==> src/rtl/clkxp_pkg.sv <==
package clkxp_pkg;
    localparam int SRC_N   = 4;
    localparam int OUT_N   = 3;
    localparam int FS_N    = 2;   // outputs that carry a second divide register
    localparam int DIV_W   = 7;
    localparam int ADDR_W  = 3;

    typedef enum logic [1:0] {
        M_WAIT1 = 2'd0,   // muted, waiting for first rise of new tap
        M_WAIT2 = 2'd1,   // muted, waiting for second rise
        M_RUN   = 2'd2    // dividing
    } chan_mode_e;
endpackage

==> src/rtl/clkxp_cfg.sv <==
module clkxp_cfg
    import clkxp_pkg::*;
#(
    parameter int N_OUT  = OUT_N,
    parameter int N_FS   = FS_N,
    parameter int DW     = DIV_W,
    parameter int RW     = 3,
    parameter int AW     = ADDR_W
) (
    input  logic                          clk,
    input  logic                          rst_n,
    input  logic                          we_i,
    input  logic [AW-1:0]                 addr_i,
    input  logic [DW-1:0]                 wdata_i,
    output logic [N_OUT-1:0][RW-1:0]      route_o,
    output logic [N_OUT-1:0][DW-1:0]      div_lo_o,
    output logic [N_OUT-1:0][DW-1:0]      div_hi_o
);
    localparam int DIV_N = N_OUT + N_FS;

    typedef struct packed {
        logic [N_OUT-1:0][RW-1:0] route;
        logic [DIV_N-1:0][DW-1:0] div;
    } cfg_st_t;

    cfg_st_t cfg_q, cfg_d;

    always_comb begin
        cfg_d = cfg_q;
        for (int i = 0; i < N_OUT; i++) begin
            if (we_i && addr_i == AW'(i))
                cfg_d.route[i] = wdata_i[RW-1:0];
        end
        for (int j = 0; j < DIV_N; j++) begin
            if (we_i && addr_i == AW'(N_OUT + j))
                cfg_d.div[j] = wdata_i;
        end
    end

    always_ff @(posedge clk) begin
        if (!rst_n) cfg_q <= '0;
        else        cfg_q <= cfg_d;
    end

    for (genvar c = 0; c < N_OUT; c++) begin : g_map
        localparam int LO = (c < N_FS) ? 2 * c : N_FS + c;
        localparam int HI = (c < N_FS) ? 2 * c + 1 : LO;
        assign route_o[c]  = cfg_q.route[c];
        assign div_lo_o[c] = cfg_q.div[LO];
        assign div_hi_o[c] = cfg_q.div[HI];
    end
endmodule

==> src/rtl/clkxp_chan.sv <==
module clkxp_chan
    import clkxp_pkg::*;
#(
    parameter int N_SRC = SRC_N,
    parameter int DW    = DIV_W
) (
    input  logic                       clk,
    input  logic                       rst_n,
    input  logic [N_SRC-1:0]           src_i,
    input  logic [$clog2(N_SRC):0]     route_i,
    input  logic [DW-1:0]              div_i,
    output logic                       clk_o
);
    localparam int SEL_W = $clog2(N_SRC);
    localparam int RW    = SEL_W + 1;

    typedef struct packed {
        chan_mode_e     mode;
        logic [RW-1:0]  route;
        logic           tap;
        logic           out;
        logic [DW-1:0]  cnt;
        logic [DW-1:0]  act;
    } chan_st_t;

    chan_st_t st_q, st_d;
    logic tap_w, rise_w, term_w;

    always_comb begin
        tap_w  = src_i[route_i[SEL_W-1:0]] ^ route_i[RW-1];
        rise_w = tap_w & ~st_q.tap;
        term_w = (st_q.act <= DW'(1)) || (st_q.cnt == st_q.act - DW'(1));

        st_d     = st_q;
        st_d.tap = tap_w;
        if (route_i != st_q.route) begin
            st_d.route = route_i;
            st_d.mode  = M_WAIT1;
            st_d.cnt   = '0;
            st_d.out   = 1'b0;
        end else begin
            unique case (st_q.mode)
                M_WAIT1: if (rise_w) st_d.mode = M_WAIT2;
                M_WAIT2: if (rise_w) begin
                    st_d.mode = M_RUN;
                    st_d.act  = div_i;
                    st_d.cnt  = '0;
                    st_d.out  = (div_i != '0);
                end
                default: begin
                    if (rise_w) begin
                        if (term_w) begin
                            st_d.cnt = '0;
                            st_d.act = div_i;
                            st_d.out = (div_i != '0);
                        end else begin
                            st_d.cnt = st_q.cnt + DW'(1);
                            st_d.out = (st_q.cnt + DW'(1)) < (st_q.act >> 1);
                        end
                    end else if (st_q.act == DW'(1)) begin
                        st_d.out = tap_w;
                    end
                end
            endcase
        end
    end

    always_ff @(posedge clk) begin
        if (!rst_n) st_q <= '{mode: M_WAIT1, default: '0};
        else        st_q <= st_d;
    end

    assign clk_o = st_q.out;

    p_hold_low_r9: assert property (@(posedge clk) disable iff (!rst_n)
        (st_q.mode != M_RUN) |-> !st_q.out);

    p_act_change_r8: assert property (@(posedge clk) disable iff (!rst_n)
        !$stable(st_q.act) |-> $past(rise_w));

    p_cnt_range_r2: assert property (@(posedge clk) disable iff (!rst_n)
        (st_q.mode == M_RUN && st_q.act >= DW'(2)) |-> (st_q.cnt < st_q.act));

    p_zero_low_r5: assert property (@(posedge clk) disable iff (!rst_n)
        (st_q.mode == M_RUN && st_q.act == '0 &&
         $past(st_q.mode == M_RUN && st_q.act == '0)) |-> !st_q.out);
endmodule

==> src/rtl/clkxp_top.sv <==
module clkxp_top
    import clkxp_pkg::*;
#(
    parameter int N_SRC = SRC_N,
    parameter int N_OUT = OUT_N,
    parameter int N_FS  = FS_N,
    parameter int DW    = DIV_W,
    parameter int AW    = ADDR_W
) (
    input  logic               clk,
    input  logic               rst_n,
    input  logic [N_SRC-1:0]   src_i,
    input  logic               fs_i,
    input  logic               cfg_we_i,
    input  logic [AW-1:0]      cfg_addr_i,
    input  logic [DW-1:0]      cfg_wdata_i,
    output logic [N_OUT-1:0]   clk_o
);
    localparam int RW = $clog2(N_SRC) + 1;

    logic [N_OUT-1:0][RW-1:0] route_w;
    logic [N_OUT-1:0][DW-1:0] div_lo_w, div_hi_w, div_sel_w;

    clkxp_cfg #(.N_OUT(N_OUT), .N_FS(N_FS), .DW(DW), .RW(RW), .AW(AW)) u_cfg (
        .clk      (clk),
        .rst_n    (rst_n),
        .we_i     (cfg_we_i),
        .addr_i   (cfg_addr_i),
        .wdata_i  (cfg_wdata_i),
        .route_o  (route_w),
        .div_lo_o (div_lo_w),
        .div_hi_o (div_hi_w)
    );

    for (genvar c = 0; c < N_OUT; c++) begin : g_out
        if (c < N_FS) begin : g_fs
            assign div_sel_w[c] = fs_i ? div_hi_w[c] : div_lo_w[c];
        end else begin : g_fixed
            assign div_sel_w[c] = div_lo_w[c];
        end

        clkxp_chan #(.N_SRC(N_SRC), .DW(DW)) u_chan (
            .clk     (clk),
            .rst_n   (rst_n),
            .src_i   (src_i),
            .route_i (route_w[c]),
            .div_i   (div_sel_w[c]),
            .clk_o   (clk_o[c])
        );
    end

    p_reset_low_r11: assert property (@(posedge clk)
        $past(!rst_n) |-> (clk_o == '0));
endmodule

==> config.mk <==
export PLATFORM = sky130hd
export DESIGN_NAME = clkxp_top
export DESIGN_NICKNAME = d
export VERILOG_FILES = /design/src/rtl/clkxp_pkg.sv /design/src/rtl/clkxp_cfg.sv /design/src/rtl/clkxp_chan.sv /design/src/rtl/clkxp_top.sv
export SDC_FILE = /design/constraint.sdc
export NUM_CORES = 1
export LEC_CHECK = 0
export BUFFER_PORTS_ARGS = -buffer_cell sky130_fd_sc_hd__buf_2
export CORE_MARGIN = 10
export CORE_UTILIZATION = 25
export DETAILED_ROUTE_END_ITERATION = 12
export SLEW_MARGIN = 25
export SYNTH_ARGS = -nofsm -noshare
export SYNTH_HDL_FRONTEND = slang
export SYNTH_HIERARCHICAL = 1
export SYNTH_SLANG_ARGS = --single-unit
==> constraint.sdc <==
create_clock -name clk -period 6.72 [get_ports clk]
set_input_delay 0.336 -clock clk [delete_from_list [all_inputs] [get_ports clk]]
set_output_delay 0.336 -clock clk [all_outputs]
set_load 0.005 [all_outputs]
==> results of run 1 <==
-- final cells by class --
class | count | area (sq um) | area share
Clock inverter | 7 | 83.8 | 0.0124
Timing Repair Buffer | 21 | 108 | 0.0159
Clock buffer | 9 | 225 | 0.0334
Tap cell | 324 | 405 | 0.0601
Sequential cell | 107 | 2140 | 0.317
Inverter | 35 | 131 | 0.0195
Multi-Input combinational cell | 525 | 3650 | 0.541
-- path summary, 6_finish.rpt --
check | cells past startpoint | endpoint | from
worst max-delay path | 7 | g_out[0].u_chan/st_q[0] | g_out[0].u_chan/st_q[0]
worst min register to register | 2 | u_cfg/div_hi_o[3] | u_cfg/div_hi_o[3]
worst max register to register | 7 | g_out[0].u_chan/st_q[0] | g_out[0].u_chan/st_q[0]
worst min-delay path | 3 | u_cfg/div_lo_o[12] | cfg_wdata_i[5]
-- cell usage after synthesis, types with 13 or more instances --
| cell type | n |
|---|---|
| xor2_1 | 21 |
| a21oi_1 | 18 |
| nand2_1 | 131 |
| dfxtp_1 | 107 |
| nor3_1 | 30 |
| buf_2 | 13 |
| inv_1 | 35 |
| clkbuf_1 | 19 |
| mux2i_1 | 65 |
| a31oi_1 | 13 |
| ha_1 | 24 |
| mux2_2 | 14 |
| nor2_1 | 38 |
| nand3_1 | 16 |
| xnor2_1 | 30 |
-- metal layers --
metal  vias up  global-route usage  wire length (um)
li1       2433                   -                 -
met1      2181               0.114              6730
met2        52               0.134              5770
met3         7              0.0199               390
met4         0              0.0221               131
met5         -                   0                 0
-- cell families (layout without fill, tap and decap cells) --
group / Yosys count / count (layout)
buf+inv: 75 / 72
mux: 82 / 82
compound gates: 76 / 76
xor+xnor: 54 / 54
fa+ha+maj: 24 / 24
flops: 107 / 107
simple gates: 289 / 289
-- sequential cells by signal, summed over array words and instances, names as in the netlist --
signal,flops
g_out.u_chan/clk_o,3
g_out.u_chan/st_q,60
u_cfg/div_hi_o,21
u_cfg/div_lo_o,14
u_cfg/route_o,9
-- where the power goes --
group          switching (mW)  total, mW  internal [mW]  leakage, nW
clock network           0.275      0.540          0.265        0.149
registers              0.0140      0.661          0.647        0.865
logic                  0.0853      0.136         0.0508         1.65
total                   0.374       1.34          0.963         2.66
-- critical path, delay by kind of cell (launching register included) --
family	cells	cell delay, ns
and+or+nand+nor	1	0.36
DFF	1	0.43
adders and majority gates	1	0.30
AOI/OAI and AO/OA	2	0.90
buffers and inverters	1	0.07
muxes	1	0.21
xor gates and xnor gates	1	0.13
-- stage by stage --
step,instances,hold WS (ns),setup slack [ns]
floorplan,707,0.435,4.57
global placement,1012,0.442,4.26
detailed placement,1012,0.452,4.19
CTS,1028,0.365,4.18
global route,1028,0.375,4.02
finish,1028,0.374,4.25
==> results.md, run 1 <==
* CP required at 7.01 ns
* Clk slew on worst S/H paths at 0.08 ns
* # setup viols final at 0
* Total GRT Usage at 0.0849
* CTS resizes at 0
* Routed Antenna Nets at 0
* Pwr Total at 1.34 mW
* Fillers at about 2600
* Initial core utilization at 0.253
* VDD IR-drop max at 110 uV
* Syn_nets at 749
* Vias in the first global route at about 4500
* Hold Crit Class: in2reg
* Rows at 57
* Root Buffer: clkbuf_16
* Yosys cell types at 50
* CTS buffer count at 9
* Post-CTS Setup Inserts at 0
* Design Area, Final at 0.00675 sq mm
* Slew Limit Headroom at 0.275
* CTS tree: built
* Multiplexer share of the synthesized area at 0.143
* Hold Fails Final Rpt at 0
* Die W at ~180 um
* Post-DP HPWL at 9530 um
* Status: finished, final reports clean
* Sequence of cells on the critical path: inv_1 -> ha_1 -> xnor2_1 -> a2111oi_1 -> a31oi_2 -> nor2_4 -> mux2i_1
* CP Launch Type: flop
* Leak at 2.66 nW
* 1st-pass router iterations at 4
* Boundary pin count at 21
* CORE AREA at around 0.024 sq mm
* FMAX at ~400 MHz
* Commonest non-fill, non-tap cell in the layout: nand2_1
* Main combinational cell family by area after synthesis: simple AND/OR/NAND/NOR gates
* XOR/XNOR Fraction of Synth Area at 0.0810
* Critical path's slowest cell: a2111oi_1
* Slew Limit Fails at 0
* Post-synth top area cell: dfxtp_1
* Hold_buf cts at 0
* Ys async rst share at 0
* Final WL at 13000 um
* Crit path capture type: flop
* Die area at slightly above 0.03 sq mm
* First-pass GRT wire length at roughly 22000 um
* Ys Warns at 6
* Initial detailed-routing violation count at 330
* Setup CP Type: reg2reg
* N_diodes at 0
* Fin crit share at 0.367
* Adder-Cell Fraction of Synth Area at 0.0491
* Seq/Total Area, Yosys at 0.350
* Crit-path max FO at 11
* EDFF count, synth at 0
* Setup TNS at 0 ns
* Layout cell share with drive strength beyond 1 at 0.115
* Crit path arrival time at 2.76 ns
* Via Count at between 4000 and 5000
* Max clock buf depth at 2
* Min cycle time layout at between 2 and 2.5 ns
* Skew final at between 0.009 and 0.01 ns
* H-Tree Depth at 3
* Top_reg_cell synth: dfxtp_1
* Vert. Die Dim at ~180 um
* Pwr per Cell Area at 198 mW/mm^2
* Most frequent cells in the layout: nand2_1, dfxtp_1, mux2i_1
* RSZ-0062 raised after global routing: false
* Max cap viols at 0
* Via/cell ratio at between 4 and 5
* Number of synthesized register bits at roughly 110
* Placement-stage cell area at approximately 0.0064 sq mm
* Pin count of the biggest net entering global routing at 76
* Critical Path Max Stage Delay at about 0.52 ns
* Wire per inst at roughly 13 um
* GP Congestion at about 0.8
* Clock sink count at ~110
* Port bufs at 20
* Avg Synthesized Cell Area at just under 9 sq um
* Area Overhead vs Synth at 10.3%
* Simple-Gate Fraction of Synth Area at 0.238
* Initial antenna violation count at 0
* Synth Area in Compound Gates at 0.0848
* Nets at ~740
* Reg-to-reg setup timing slack at 4.25 ns
* Mapped Cells at a little over 700
* Actual slew at the worst max-slew pin at approximately 1.1 ns
* Mapped Area at slightly above 0.006 sq mm
* Grt ovf at 0
* DRC at 0
* Core Util, Final at 0.279
* Worst skew pair latency at 0.36 ns
* Synth top area share at 0.350
* Synth top area cells: dfxtp_1, mux2i_1, nand2_1
Power figures use the tool's default switching activity.
==> run 2, diff against run 1 <==
--- a/config.mk
+++ b/config.mk
@@ -5,6 +5,7 @@
 export SDC_FILE = /design/constraint.sdc
 export NUM_CORES = 1
 export LEC_CHECK = 0
+export ABC_AREA = 1
 export BUFFER_PORTS_ARGS = -buffer_cell sky130_fd_sc_hd__buf_2
 export CORE_MARGIN = 10
 export CORE_UTILIZATION = 25
==> constraint.sdc (replaced) <==
create_clock -name clk -period 2.2 [get_ports clk]
set_input_delay 0.11 -clock clk [delete_from_list [all_inputs] [get_ports clk]]
set_output_delay 0.11 -clock clk [all_outputs]
set_load 0.005 [all_outputs]
==> run 2 against run 1 <==
  * Cell area is 8.0% higher
  * Global-route usage rose by 1.1 points
  * Critical endpoint is now g_out[1].u_chan/st_q[3]
  * Sequential power grew to 3.2 times the previous value
  * Worst setup slack got worse by 4.1 ns
  * Via count increased by 28%
  * Register-to-register slack got worse by 4.1 ns
  * Wire length is 20% higher
  * Critical path type unchanged
  * Largest cell class unchanged
  * Sequential share of layout area is 2.2 points lower
  * Sequential cell count stayed put
  * First-iteration DRC count grew 6.4%
  * Die area increased by 6.1%
  * Critical path depth grew 7
==> results.md, run 2 <==
* Status: finished, final reports clean (unchanged)
* Slew Limit Fails at 0 (unchanged)
* Synth top area share at 0.328 (was 0.350)
* Initial antenna violation count at 0 (unchanged)
* First-pass GRT wire length at 26800 um (was 22100 um)
* FMAX at 496 MHz (was 405 MHz)
* Commonest non-fill, non-tap cell in the layout: nand2_1 (unchanged)
* # setup viols final at 0 (unchanged)
* Rows at 59 (was 57)
* Post-DP HPWL at 11400 um (was 9530 um)
* Max reg flops at 60 (unchanged)
* Routed Antenna Nets at 0 (unchanged)
* Ys async rst share at 0 (unchanged)
* Reg-to-reg setup timing slack at 0.18 ns (was 4.25 ns)
* Port bufs at 20 (unchanged)
* Mapped Cells at 1047 (was 707)
* Setup TNS at 0 ns (unchanged)
* H-Tree Depth at 3 (unchanged)
* Mapped Area at 0.00654 sq mm (was 0.00612 sq mm)
* Reg area at 0.00215 sq mm (was 0.00214 sq mm)
* Clock sink count at 107 (unchanged)
* CP required at 2.50 ns (was 7.01 ns)
* Initial detailed-routing violation count at 351 (was 330)
* Most flops, register: g_out.u_chan/st_q (unchanged)
* Hold Crit Class: in2reg (unchanged)
* EDFF count, synth at 0 (unchanged)
* Pin count of the biggest net entering global routing at 70 (was 76)
* Max cap viols at 0 (unchanged)
* Hold_buf cts at 0 (unchanged)
* Hold WS at 0.0800 ns (was 0.374 ns)
* Actual slew at the worst max-slew pin at 0.710 ns (was 1.08 ns)
* Die W at 182 um (was 176 um)
* CTS tree: built (unchanged)
* Seq/Total Area, Yosys at 0.328 (was 0.350)
* CTS buffer count at 9 (unchanged)
* Pwr Total at 4.92 mW (was 1.34 mW)
* Hold depth at 3 (unchanged)
* RR Endpoint: g_out[1].u_chan/st_q[3] (was g_out[0].u_chan/st_q[0])
* Root Buffer: clkbuf_16 (unchanged)
* Most frequent cells in the layout: nand2_1, nor2_1, inv_1 (was nand2_1, dfxtp_1, mux2i_1)
* Synth top area cells: dfxtp_1, nand2_1, nor2_1 (was dfxtp_1, mux2i_1, nand2_1)
* Crit path capture type: flop (unchanged)
* Die area at 0.0330 sq mm (was 0.0311 sq mm)
* Worst skew pair latency at 0.36 ns (about the same)
* Total GRT Usage at 0.0956 (was 0.0849)
* Worst r2r path cells at 14 (was 7)
* Hold Fails Final Rpt at 0 (unchanged)
* Top_reg_cell synth: dfxtp_1 (unchanged)
* GP Congestion at 0.845 (was 0.785)
* Initial core utilization at 0.252 (was 0.253)
* Fin crit share at 0.917 (was 0.367)
* Leak at 3.58 nW (was 2.66 nW)
* N_diodes at 0 (unchanged)
* Post-synth top area cell: dfxtp_1 (unchanged)
* Via Count at 6001 (was 4673)
* Synth cell count leaders: nand2_1, nor2_1, inv_1 (was nand2_1, dfxtp_1, mux2i_1)
* Syn_nets at 1089 (was 749)
* Skew final at 0.0109 ns (was 0.00963 ns)
* Clk slew on worst S/H paths at 0.08 ns (about the same)
* Wire per inst at 11.2 um (was 12.7 um)
* VDD IR-drop max at 303 uV (was 110 uV)
* Vias in the first global route at 5478 (was 4472)
* Grt ovf at 0 (unchanged)
* Area Overhead vs Synth at 11.4% (was 10.3%)
* Min cycle time layout at 2.02 ns (was 2.47 ns)
* 1st-pass router iterations at 6 (was 4)
* Placement-stage cell area at 0.00693 sq mm (was 0.00643 sq mm)
* Crit-path max FO at 7 (was 11)
* CP Launch Type: flop (unchanged)
* Boundary pin count at 21 (unchanged)
* CORE AREA at 0.0259 sq mm (was 0.0242 sq mm)
* Crit path arrival time at 2.32 ns (was 2.76 ns)
* DRC at 0 (unchanged)
* Vert. Die Dim at 182 um (was 176 um)
* CTS resizes at 0 (unchanged)
* Design Area, Final at 0.00729 sq mm (was 0.00675 sq mm)
* Post-CTS Setup Inserts at 0 (unchanged)
* Setup CP Type: reg2reg (unchanged)
* Avg Synthesized Cell Area at 6.25 sq um (was 8.66 sq um)
* Number of synthesized register bits at 107 (unchanged)
* Hold Startpoint: rst_n (was cfg_wdata_i[5])
* Worst R2R Start: g_out[1].u_chan/st_q[1] (was g_out[0].u_chan/st_q[0])
* Count leader, synth: nand2_1 (unchanged)
* Ys Warns at 6 (unchanged)
* Area of the multi-input gates at 0.00381 sq mm (was 0.00365 sq mm)
* Fillers at 2874 (was 2587)
* Slew Limit Headroom at 0.527 (was 0.275)
* WHS Endpoint: g_out[0].u_chan/st_q[16] (was u_cfg/div_lo_o[12])
* Layout cell share with drive strength beyond 1 at 0.0995 (was 0.115)
* Max clock buf depth at 2 (unchanged)
* Final WL at 15600 um (was 13000 um)
* Via/cell ratio at 4.29 (was 4.55)
* Pwr per Cell Area at 675 mW/mm^2 (was 198 mW/mm^2)
* Yosys cell types at 31 (was 50)
* Nets at 1102 (was 741)
-- run 2: cell type report --
class | count | area share
Sequential cell | 107 | 0.296
Clock buffer | 10 | 0.0328
Timing Repair Buffer | 25 | 0.0189
Tap cell | 335 | 0.0575
Clock inverter | 6 | 0.00670
Multi-Input combinational cell | 792 | 0.523
Inverter | 125 | 0.0654
-- run 2: worst max path at each step --
stage / cells after the start / slack [ns] / from / to
final: 14 / 0.18 / g_out[1].u_chan/st_q[1] / g_out[1].u_chan/st_q[3]
after global placement: 13 / 0.10 / g_out[1].u_chan/st_q[0] / g_out[1].u_chan/st_q[2]
after floorplan: 14 / 0.38 / g_out[1].u_chan/st_q[7] / g_out[1].u_chan/clk_o
after CTS: 12 / 0.05 / g_out[0].u_chan/st_q[7] / g_out[0].u_chan/clk_o
after detailed placement: 12 / 0.07 / g_out[0].u_chan/st_q[7] / g_out[0].u_chan/clk_o
after global routing: 14 / -0.01 / g_out[1].u_chan/st_q[1] / g_out[1].u_chan/st_q[2]
-- run 2: worst max-delay path: stages (launching register included) --
cell and delay (ns):
dfxtp_1 0.37, inv_1 0.12, ha_2 0.35, inv_1 0.04
nand2_1 0.05, nand2_1 0.04, nor2_1 0.12, nand3_1 0.08
nor2_1 0.13, nand3_2 0.14, nand3_4 0.13, nand3_2 0.15
nand2_1 0.10, nand2_1 0.05, nor2_1 0.09
-- run 2: cell families after synthesis --
family                   synth area share
AO/OA/AOI/OAI                      0.0419
XOR/XNOR                           0.0396
buffers and inverters              0.0978
flip-flops                          0.328
AND/OR/NAND/NOR                     0.447
adder cells (fa/ha/maj)            0.0459
-- run 2: where the power goes --
group | internal (mW) | switching [mW] | total [mW]
clock network | 0.813 | 0.801 | 1.61
registers | 2.03 | 0.0967 | 2.12
logic | 0.415 | 0.766 | 1.18
total | 3.26 | 1.66 | 4.92
-- run 2: metal layers --
| metal | track usage | vias up | wire (um) |
|---|---|---|---|
| met5 | 0 | - | 0 |
| met2 | 0.146 | 76 | 6800 |
| met1 | 0.130 | 2671 | 8050 |
| met3 | 0.0149 | 14 | 526 |
| met4 | 0.0394 | 0 | 262 |
| li1 | - | 3240 | - |
-- run 2: stage by stage --
step,util,setup WS (ns),instances
6_report,0.281,0.183,1400
3_5_place_dp,0.268,0.0702,1383
5_1_grt,0.281,-0.0128,1400
3_3_place_gp,0.268,0.104,1383
2_1_floorplan,-,0.378,1047
4_1_cts,0.279,0.0464,1399
==> run 3, diff against run 2 <==
--- a/config.mk
+++ b/config.mk
@@ -5,7 +5,6 @@
 export SDC_FILE = /design/constraint.sdc
 export NUM_CORES = 1
 export LEC_CHECK = 0
-export ABC_AREA = 1
 export BUFFER_PORTS_ARGS = -buffer_cell sky130_fd_sc_hd__buf_2
 export CORE_MARGIN = 10
 export CORE_UTILIZATION = 25
==> run 3 against run 2 <==
  * Critical path depth decreased by 6
  * Worst setup slack worse by 0.11 ns
  * Wire length fell by 10%
==> results.md, run 3 (same netlist as run 1, synthesis figures left out) <==
* Status: finished, final reports clean (unchanged)
* Fillers at 2474 (was 2874)
* Post-DP HPWL at 10200 um (was 11400 um)
* Initial antenna violation count at 0 (unchanged)
* Min cycle time layout at 2.13 ns (was 2.02 ns)
* Vias in the first global route at 4654 (was 5478)
* Pwr per Cell Area at 572 mW/mm^2 (was 675 mW/mm^2)
* FMAX at 469 MHz (was 496 MHz)
* 1st-pass router iterations at 4 (was 6)
* Wire per inst at 12.9 um (was 11.2 um)
* Via Count at 4931 (was 6001)
* Grt ovf at 0 (unchanged)
* Clk slew on worst S/H paths at 0.08 ns (about the same)
* CORE AREA at 0.0242 sq mm (was 0.0259 sq mm)
* CTS tree: built (unchanged)
* Die area at 0.0311 sq mm (was 0.0330 sq mm)
* Design Area, Final at 0.00742 sq mm (was 0.00729 sq mm)
* Hold WS at 0.108 ns (was 0.0800 ns)
* Area Overhead vs Synth at 21.3% (was 11.4%)
* Crit-path max FO at 6 (was 7)
* Initial detailed-routing violation count at 241 (was 351)
* Slew Limit Headroom at 0.610 (was 0.527)
* Worst R2R Start: u_cfg/route_o[3] (was g_out[1].u_chan/st_q[1])
* RSZ-0062 raised after global routing: true
* Via/cell ratio at 4.52 (was 4.29)
* Hold Crit Class: in2reg (unchanged)
* Pin count of the biggest net entering global routing at 60 (was 70)
* Most flops, register: g_out.u_chan/st_q (unchanged)
* Worst skew pair latency at 0.36 ns (about the same)
* Clock sink count at 107 (unchanged)
* Rows at 57 (was 59)
* Vert. Die Dim at 176 um (was 182 um)
* Hold_buf cts at 0 (unchanged)
* DRC at 0 (unchanged)
* Nets at 804 (was 1102)
* Final WL at 14000 um (was 15600 um)
* H-Tree Depth at 3 (unchanged)
* Setup crit end: g_out[1].u_chan/st_q[9] (was g_out[1].u_chan/st_q[3])
* Hold Fails Final Rpt at 0 (unchanged)
* Layout cell share with drive strength beyond 1 at 0.223 (was 0.0995)
* Crit path capture type: flop (unchanged)
* Port bufs at 20 (unchanged)
* Boundary pin count at 21 (unchanged)
* CP required at 2.50 ns (about the same)
* Max cap viols at 0 (unchanged)
* Fin cells at 1091 (was 1400)
* Placement-stage cell area at 0.00680 sq mm (was 0.00693 sq mm)
* Most frequent cells in the layout: nand2_1, dfxtp_1, mux2i_1 (was nand2_1, nor2_1, inv_1)
* Placed Cells at 1061 (was 1383)
* Worst Setup SP: u_cfg/route_o[3] (was g_out[1].u_chan/st_q[1])
* Actual slew at the worst max-slew pin at 0.582 ns (was 0.710 ns)
* Fin crit share at 0.968 (was 0.917)
* Initial core utilization at 0.253 (was 0.252)
* Max clock buf depth at 2 (unchanged)
* Leak at 3.03 nW (was 3.58 nW)
* # setup viols final at 0 (unchanged)
* Slew Limit Fails at 0 (unchanged)
* Routed Antenna Nets at 0 (unchanged)
* First-pass GRT wire length at 23100 um (was 26800 um)
* Commonest non-fill, non-tap cell in the layout: nand2_1 (unchanged)
* CTS buffer count at 9 (unchanged)
* Worst r2r path cells at 8 (was 14)
* CP Launch Type: flop (unchanged)
* Root Buffer: clkbuf_16 (unchanged)
* GP Congestion at 0.785 (was 0.845)
* Crit path arrival time at 2.43 ns (was 2.32 ns)
* Skew final at 0.00964 ns (was 0.0109 ns)
* Reg-to-reg setup timing slack at 0.07 ns (was 0.18 ns)
* Setup CP Type: reg2reg (unchanged)
* VDD IR-drop max at 383 uV (was 303 uV)
* Die W at 176 um (was 182 um)
* N_diodes at 0 (unchanged)
* Total GRT Usage at 0.0894 (was 0.0956)
* RR Endpoint: g_out[1].u_chan/st_q[9] (was g_out[1].u_chan/st_q[3])
* Max reg flops at 60 (unchanged)
-- run 3: cell count changes in the layout (fill, tap and decap cells not counted), moves of 11 or more --
cell | before | now
inv_1 | 114 | 35
nor2_1 | 204 | 37
nor2_2 | 12 | 1
buf_4 | 5 | 61
xnor2_1 | 9 | 30
mux2i_1 | 0 | 65
a21oi_1 | 30 | 18
nor3_1 | 6 | 23
nand2_1 | 346 | 129
a31oi_1 | 0 | 13
o211ai_1 | 0 | 11
mux2_2 | 0 | 14
nand3_1 | 97 | 15
-- run 3: how the worst min path moves through the flow --
stage,end,from,cells after the start,slack [ns]
detailed placement,u_cfg/div_lo_o[8],u_cfg/div_lo_o[8],2,0.45
floorplan,u_cfg/div_hi_o[10],cfg_wdata_i[3],2,0.33
finish,g_out[2].u_chan/st_q[15],rst_n,3,0.11
global placement,u_cfg/div_hi_o[1],u_cfg/div_hi_o[1],2,0.44
CTS,g_out[2].u_chan/st_q[15],rst_n,3,0.09
global route,g_out[2].u_chan/st_q[15],rst_n,3,0.11
-- run 3: what timing repair did --
| item | 4_1_cts | 5_1_grt |
|---|---|---|
| buffers inserted | 0 | 14 |
| gates resized for setup | 0 | 40 |
| setup endpoints to repair | 0 | 40 |
-- run 3: per-layer routing --
| metal | global-route usage | vias to the layer above | share of wire |
|---|---|---|---|
| met4 | 0.0228 | 0 | 0.0045 |
| li1 | - | 2547 | - |
| met2 | 0.147 | 46 | 0.47 |
| met3 | 0.0179 | 4 | 0.028 |
| met5 | 0 | - | 0 |
| met1 | 0.117 | 2334 | 0.49 |
-- run 3: final cells by class --
cell class | count | area (sq um) | share of cell area
clock buffers | 9 | 225 | 0.0303
clock inverters | 7 | 93.8 | 0.0126
inverters | 35 | 131 | 0.0177
multi-input cells | 525 | 3820 | 0.514
flip-flops and latches | 107 | 2160 | 0.291
well taps | 324 | 405 | 0.0546
repair buffers | 84 | 592 | 0.0798
-- run 3: power by group --
part	internal [mW]	switching (mW)	leakage [nW]	total (mW)
Sequential	1.97	0.0427	0.870	2.02
Clock	0.918	0.806	0.158	1.72
Combinational	0.218	0.287	2.01	0.505
-- run 3: metrics by stage --
step | worst slack, ns | util | total power, mW | setup TNS, ns
final | 0.0697 | 0.307 | 4.25 | 0
after global routing | -0.0271 | 0.307 | 4.43 | -0.0511
after CTS | 0.0112 | 0.294 | 4.28 | 0
after detailed placement | 0.0172 | 0.281 | 2.51 | 0
after global placement | 0.0694 | 0.281 | 2.51 | 0
after floorplan | 0.0521 | - | 2.38 | 0
-- run 3: critical path: stages, from the launching register on --
cell      delay, ns
dfxtp_4        0.35
mux4_2         0.55
xnor2_4        0.19
buf_4          0.14
buf_4          0.12
or3_4          0.37
nor3b_2        0.18
o211ai_1       0.09
nand2_1        0.08
